**config.mk**
```make
export PLATFORM = sky130hd
export DESIGN_NAME = exc_pend_reg
export DESIGN_NICKNAME = d
export VERILOG_FILES = /design/src/rtl/exc_pend_pkg.sv /design/src/rtl/exc_bus_decode.sv /design/src/rtl/exc_pend_bit.sv /design/src/rtl/exc_pend_reg.sv
export SDC_FILE = /design/constraint.sdc
export NUM_CORES = 1
export LEC_CHECK = 0
export CAP_MARGIN = 10
export CORE_MARGIN = 5
export CORE_UTILIZATION = 29
export CTS_BUF_LIST = sky130_fd_sc_hd__clkbuf_2
export DETAILED_ROUTE_END_ITERATION = 8
export PLACE_DENSITY = 0.81
export SKIP_CTS_REPAIR_TIMING = 1
export SYNTH_ARGS = -nofsm -noshare
export SYNTH_HDL_FRONTEND = slang
export SYNTH_SLANG_ARGS = --single-unit
```
**constraint.sdc**
```tcl
create_clock -name clk_i -period 0.93 [get_ports clk_i]
set_input_delay 0.186 -clock clk_i [delete_from_list [all_inputs] [get_ports clk_i]]
set_output_delay 0.186 -clock clk_i [all_outputs]
set_load 0.01 [all_outputs]
```
**src/rtl/exc_pend_pkg.sv**
```systemverilog
package exc_pend_pkg;
  localparam int unsigned DATA_W  = 32;
  localparam int unsigned VEC_W   = 8;
  localparam int unsigned NUM_EXC = 3;

  typedef enum logic [1:0] {
    EXC_NMI  = 2'd0,
    EXC_DSV  = 2'd1,
    EXC_TICK = 2'd2
  } exc_e;

  // bit positions software depends on
  localparam int unsigned B_NMI_SET    = 31;
  localparam int unsigned B_DSV_SET    = 28;
  localparam int unsigned B_DSV_CLR    = 27;
  localparam int unsigned B_TICK_SET   = 26;
  localparam int unsigned B_TICK_CLR   = 25;
  localparam int unsigned B_PREEMPT    = 23;
  localparam int unsigned B_IRQ_PEND   = 22;
  localparam int unsigned PEND_NUM_LSB = 12;
  localparam int unsigned B_RET_BASE   = 11;
  localparam int unsigned ACT_NUM_LSB  = 0;

  typedef struct packed {
    logic [VEC_W-1:0] act_num;
    logic             ret_base;
    logic [VEC_W-1:0] pend_num;
    logic             irq_pend;
    logic             preempt;
  } ctl_status_t;
endpackage

```
**src/rtl/exc_bus_decode.sv**
```systemverilog
module exc_bus_decode #(
  parameter int unsigned ADDR_W = 12,
  parameter logic [ADDR_W-1:0] OFFSET = 12'hD04,
  parameter int unsigned DATA_W = 32
) (
  input  logic              clk_i,
  input  logic              rst_ni,
  input  logic              req_i,
  input  logic              we_i,
  input  logic [ADDR_W-1:0] addr_i,
  input  logic              priv_i,
  input  logic [DATA_W-1:0] rd_word_i,
  output logic              wr_en_o,
  output logic              rvalid_o,
  output logic [DATA_W-1:0] rdata_o,
  output logic              err_o
);
  logic hit, ok;

  assign hit     = req_i && (addr_i == OFFSET);
  assign ok      = hit && priv_i;
  assign wr_en_o = ok && we_i;

  always_ff @(posedge clk_i or negedge rst_ni) begin
    if (!rst_ni) begin
      rvalid_o <= 1'b0;
      err_o    <= 1'b0;
      rdata_o  <= '0;
    end else begin
      rvalid_o <= hit;
      err_o    <= hit && !priv_i;
      rdata_o  <= (ok && !we_i) ? rd_word_i : '0;
    end
  end

  assert_unpriv_err_R2: assert property (@(posedge clk_i) disable iff (!rst_ni)
    (req_i && !priv_i && addr_i == OFFSET) |=> (rvalid_o && err_o));
  assert_err_zero_data_R2: assert property (@(posedge clk_i) disable iff (!rst_ni)
    err_o |-> (rdata_o == '0));
  assert_err_needs_resp_R9: assert property (@(posedge clk_i) disable iff (!rst_ni)
    err_o |-> rvalid_o);
  assert_miss_quiet_R9: assert property (@(posedge clk_i) disable iff (!rst_ni)
    !(req_i && addr_i == OFFSET) |=> !rvalid_o);
endmodule

```
**src/rtl/exc_pend_bit.sv**
```systemverilog
module exc_pend_bit (
  input  logic clk_i,
  input  logic rst_ni,
  input  logic set_i,
  input  logic clr_i,
  input  logic hw_clr_i,
  output logic q_o
);
  always_ff @(posedge clk_i or negedge rst_ni) begin
    if (!rst_ni)       q_o <= 1'b0;
    else if (clr_i)    q_o <= 1'b0;   // clear beats set in one write
    else if (set_i)    q_o <= 1'b1;   // set beats handler entry
    else if (hw_clr_i) q_o <= 1'b0;
  end

  assert_clr_wins_R5: assert property (@(posedge clk_i) disable iff (!rst_ni)
    clr_i |=> !q_o);
  assert_set_wins_R7: assert property (@(posedge clk_i) disable iff (!rst_ni)
    (set_i && !clr_i) |=> q_o);
  assert_entry_clears_R4: assert property (@(posedge clk_i) disable iff (!rst_ni)
    (hw_clr_i && !set_i) |=> !q_o);
  assert_hold_R3: assert property (@(posedge clk_i) disable iff (!rst_ni)
    (!set_i && !clr_i && !hw_clr_i) |=> $stable(q_o));
endmodule

```
**src/rtl/exc_pend_reg.sv**
```systemverilog
module exc_pend_reg
  import exc_pend_pkg::*;
#(
  parameter int unsigned ADDR_W = 12,
  parameter logic [ADDR_W-1:0] REG_OFFSET = 12'hD04
) (
  input  logic              clk_i,
  input  logic              rst_ni,
  input  logic              req_i,
  input  logic              we_i,
  input  logic [ADDR_W-1:0] addr_i,
  input  logic [DATA_W-1:0] wdata_i,
  input  logic              priv_i,
  output logic              rvalid_o,
  output logic [DATA_W-1:0] rdata_o,
  output logic              err_o,
  input  logic              nmi_req_i,
  input  logic              nmi_entry_i,
  input  logic              dsv_entry_i,
  input  logic              tick_entry_i,
  input  logic [VEC_W-1:0]  act_num_i,
  input  logic              ret_base_i,
  input  logic [VEC_W-1:0]  pend_num_i,
  input  logic              irq_pend_i,
  input  logic              preempt_i,
  output logic              nmi_pend_o,
  output logic              dsv_pend_o,
  output logic              tick_pend_o
);
  logic               wr_en;
  logic [DATA_W-1:0]  rd_word;
  logic [NUM_EXC-1:0] set_v, clr_v, entry_v, pend_q;
  ctl_status_t        stat;

  assign stat = '{act_num: act_num_i, ret_base: ret_base_i, pend_num: pend_num_i,
                  irq_pend: irq_pend_i, preempt: preempt_i};

  exc_bus_decode #(.ADDR_W(ADDR_W), .OFFSET(REG_OFFSET), .DATA_W(DATA_W)) u_dec (
    .clk_i, .rst_ni, .req_i, .we_i, .addr_i, .priv_i,
    .rd_word_i(rd_word), .wr_en_o(wr_en),
    .rvalid_o, .rdata_o, .err_o
  );

  always_comb begin
    set_v   = '0;
    clr_v   = '0;
    set_v[EXC_NMI]  = (wr_en && wdata_i[B_NMI_SET]) || nmi_req_i;
    set_v[EXC_DSV]  = wr_en && wdata_i[B_DSV_SET];
    clr_v[EXC_DSV]  = wr_en && wdata_i[B_DSV_CLR];
    set_v[EXC_TICK] = wr_en && wdata_i[B_TICK_SET];
    clr_v[EXC_TICK] = wr_en && wdata_i[B_TICK_CLR];
    entry_v = {tick_entry_i, dsv_entry_i, nmi_entry_i};
  end

  for (genvar g = 0; g < NUM_EXC; g++) begin : g_pend
    exc_pend_bit u_bit (
      .clk_i, .rst_ni,
      .set_i(set_v[g]), .clr_i(clr_v[g]), .hw_clr_i(entry_v[g]),
      .q_o(pend_q[g])
    );
  end

  assign nmi_pend_o  = pend_q[EXC_NMI];
  assign dsv_pend_o  = pend_q[EXC_DSV];
  assign tick_pend_o = pend_q[EXC_TICK];

  always_comb begin
    rd_word = '0;
    rd_word[B_NMI_SET]  = pend_q[EXC_NMI];
    rd_word[B_DSV_SET]  = pend_q[EXC_DSV];
    rd_word[B_TICK_SET] = pend_q[EXC_TICK];
    rd_word[B_PREEMPT]  = stat.preempt;
    rd_word[B_IRQ_PEND] = stat.irq_pend;
    rd_word[B_RET_BASE] = stat.ret_base;
    rd_word[PEND_NUM_LSB +: VEC_W] = stat.pend_num;
    rd_word[ACT_NUM_LSB  +: VEC_W] = stat.act_num;
  end

  assert_unpriv_keeps_state_R2: assert property (@(posedge clk_i) disable iff (!rst_ni)
    (req_i && !priv_i && !nmi_req_i && !nmi_entry_i && !dsv_entry_i && !tick_entry_i)
    |=> $stable(pend_q));
  assert_rsvd_zero_R8: assert property (@(posedge clk_i) disable iff (!rst_ni)
    rvalid_o |-> (rdata_o[30:29] == 2'b0 && !rdata_o[B_DSV_CLR] && !rdata_o[B_TICK_CLR]
                  && !rdata_o[24] && rdata_o[21:20] == 2'b0 && rdata_o[10:8] == 3'b0));
  assert_nmi_req_R10: assert property (@(posedge clk_i) disable iff (!rst_ni)
    nmi_req_i |=> nmi_pend_o);
endmodule

```
==> metrics <==
status complete, but fails checks; failing checks negative setup slack; WP data arrival 1.59 ns; die height 70.2 um; WL/cell 14.6 um; H-tree levels 1; Post-synth EDFFs 0; core area 3420 um2; fin cells 203; asr flop ratio synth 1.00; first-pass GRT wire length 4150 um; share of layout cells above drive strength 1 0.344; final net count 230; final hold violations 0; Slew Limit Fails 0; Adder-Cell Fraction of Synth Area 0; Synth cell types 17; via count 866; largest family of logic cells by synthesized area simple AND/OR/NAND/NOR gates; placed instance count 195; Placed Area 1790 um2; fmax 766 MHz; I/O pin count 109; DR iter-0 viols 57; Pwr Total 1.87 mW; Period minus WS final 1.31 ns; setup slack, reg-to-reg -0.06 ns; Worst Path Max Fanout 6; TritonCTS buffer count 3; root cell of the clock tree clkbuf_2; Synth Area in Compound Gates 0.0358; Synth Area in Simple Gates 0.221; register bit total from synthesis 27; Flop pwr share 0.631; Remaining Overflow, GRT 0; Clock Sinks 27; sw frac 0.213; worst-skew pair later-pin latency 0.34 ns; setup ws final -0.376 ns; total negative slack -12.69 ns; Site Rows 21; Final Instance Area 1770 um2; fill count 325; reg2reg path depth 4; hold_ws 0.162 ns; Area Overhead vs Synth 68.4%; via/cell ratio 4.27; max_cap viols 0; Post-DRT Antenna Nets 0; DIE AREA 4920 um2; CP Capture Point g_pend[1].u_bit.q_o$_DFFE_PN0P_; VDD IR max 401 uV; Clock power frac 0.225; sequential element share of the synthesized area 0.644; multiplexer share of the synthesized area 0; Worst R2R End g_pend[1].u_bit.q_o$_DFFE_PN0P_; ANT cells 0; CTS tree built; initial antenna violation count 0; ranking of synthesized cells by area dfrtp_1 64%, and2_1 13%, buf_4 7.2%; Synth Warn # 0; Setup CP Type primary input to register; Max Root-Sink Buffers 2; largest net degree at the start of global routing 28; Yosys top cell by area dfrtp_1; number of global-route vias before repair 867; syn_area_per_cell 13.5 um2; sw power 0.399 mW; RR Startpoint g_pend[1].u_bit.q_o$_DFFE_PN0P_; Hold Crit Class primary input to asynchronous set/reset pin; Register Area 676 um2; main flop type after synthesis dfrtp_1; Final setup viols 54; most common cell in the synthesized netlist dfrtp_1; pwr dens 1060 nW/um2; top cells by count, synth 27 x dfrtp_1, 22 x and2_1, 10 x buf_4; starting density of the core 0.307; total routed wirelength 2970 um; I/O Buffers 71; DPL Wire Length 2220 um; gr usage total 0.110; top cell type's share of synthesized area 0.644; Internal Power 1.47 mW; first-pass detailed-route iteration total 2; GP Congestion 0.792; Synth Cell Area 1050 um2; final period utilization 1.40; Startpoint Class primary input; Crit path required time 1.21 ns; multi-input logic area 382 um2; die boundary width 70.2 um; Combinational Power Share 0.144; RSZ-0062 raised after global routing yes; Synth Area in XOR/XNOR 0; DRC viols 0; Final Skew 0.000408 ns; Setup crit end kind register; Worst-path clk slew 0.22 ns; Post-Synthesis Cells 78; Pleak 0.955 nW; crit path launch addr_i[5]
worst max-delay path: stages:
cell,delay (ns)
clkbuf_2,0.08
or4b_4,0.53
nor4_4,0.34
buf_4,0.20
a41oi_2,0.09
a21oi_1,0.15
flip-flops by register name (all words and copies together) (netlist names):
| name | count |
|---|---|
| u_dec.rvalid_o | 1 |
| g_pend.u_bit.q_o | 3 |
| u_dec.rdata_o | 22 |
| u_dec.err_o | 1 |
cells by family (layout without fill, tap and decap cells):
kind of cell / after synthesis / in the layout
AO/OA/AOI/OAI: 5 / 5
flip-flops: 27 / 27
buffers and inverters: 13 / 80
other: 1 / 10
AND/OR/NAND/NOR: 32 / 35
layout make-up:
| type | instances | area share |
|---|---|---|
| Tap cell | 46 | 0.0326 |
| Multi-Input combinational cell | 50 | 0.216 |
| Inverter | 1 | 0.00212 |
| Clock buffer | 4 | 0.0113 |
| Timing Repair Buffer | 75 | 0.356 |
| Sequential cell | 27 | 0.382 |
worst min path at each step:
stage | slack [ns] | depth (start not counted) | start | endpoint
finish | 0.16 | 2 | rst_ni | u_dec.rdata_o[22]$_DFF_PN0_
global route | 0.12 | 2 | rst_ni | u_dec.rdata_o[15]$_DFF_PN0_
CTS | 0.15 | 2 | rst_ni | u_dec.rdata_o[22]$_DFF_PN0_
detailed placement | 0.50 | 1 | g_pend[1].u_bit.q_o$_DFFE_PN0P_ | u_dec.rdata_o[28]$_DFF_PN0_
global placement | 0.48 | 1 | g_pend[2].u_bit.q_o$_DFFE_PN0P_ | u_dec.rdata_o[26]$_DFF_PN0_
floorplan | -0.11 | 0 | rst_ni | g_pend[0].u_bit.q_o$_DFFE_PN0P_
power groups by stage:
stage                     registers, mW  logic, mW  clock network, mW
after floorplan                    1.20     0.0637                  0
after global placement             1.20      0.261                  0
after detailed placement           1.20      0.266                  0
after CTS                          1.18      0.268              0.446
after global routing               1.18      0.290              0.506
final                              1.18      0.270              0.421
per-stage QoR:
| step | worst slack, ns | utilization |
|---|---|---|
| floorplan | -0.542 | - |
| global placement | -0.965 | 0.524 |
| detailed placement | -0.991 | 0.524 |
| CTS | -0.607 | 0.530 |
| global route | -0.402 | 0.518 |
| finish | -0.376 | 0.518 |
layout by cell type, fill, tap and decap left out, types with 2 or more instances in the layout:
cell             count
clkdlybuf4s50_1     36
clkbuf_2            32
dfrtp_1             27
and2_1              15
conb_1              10
and2_4               7
dlymetal6s2s_1       6
nor2b_1              3
and3b_2              3
buf_4                3
a41oi_2              2
a21oi_1              2
per-layer routing:
layer	wire (um)	GRT usage
met5	0	0
met4	49	0.0447
met3	362	0.0502
met2	1330	0.174
met1	1230	0.128
Note: power is estimated with default switching activity, not from simulation.
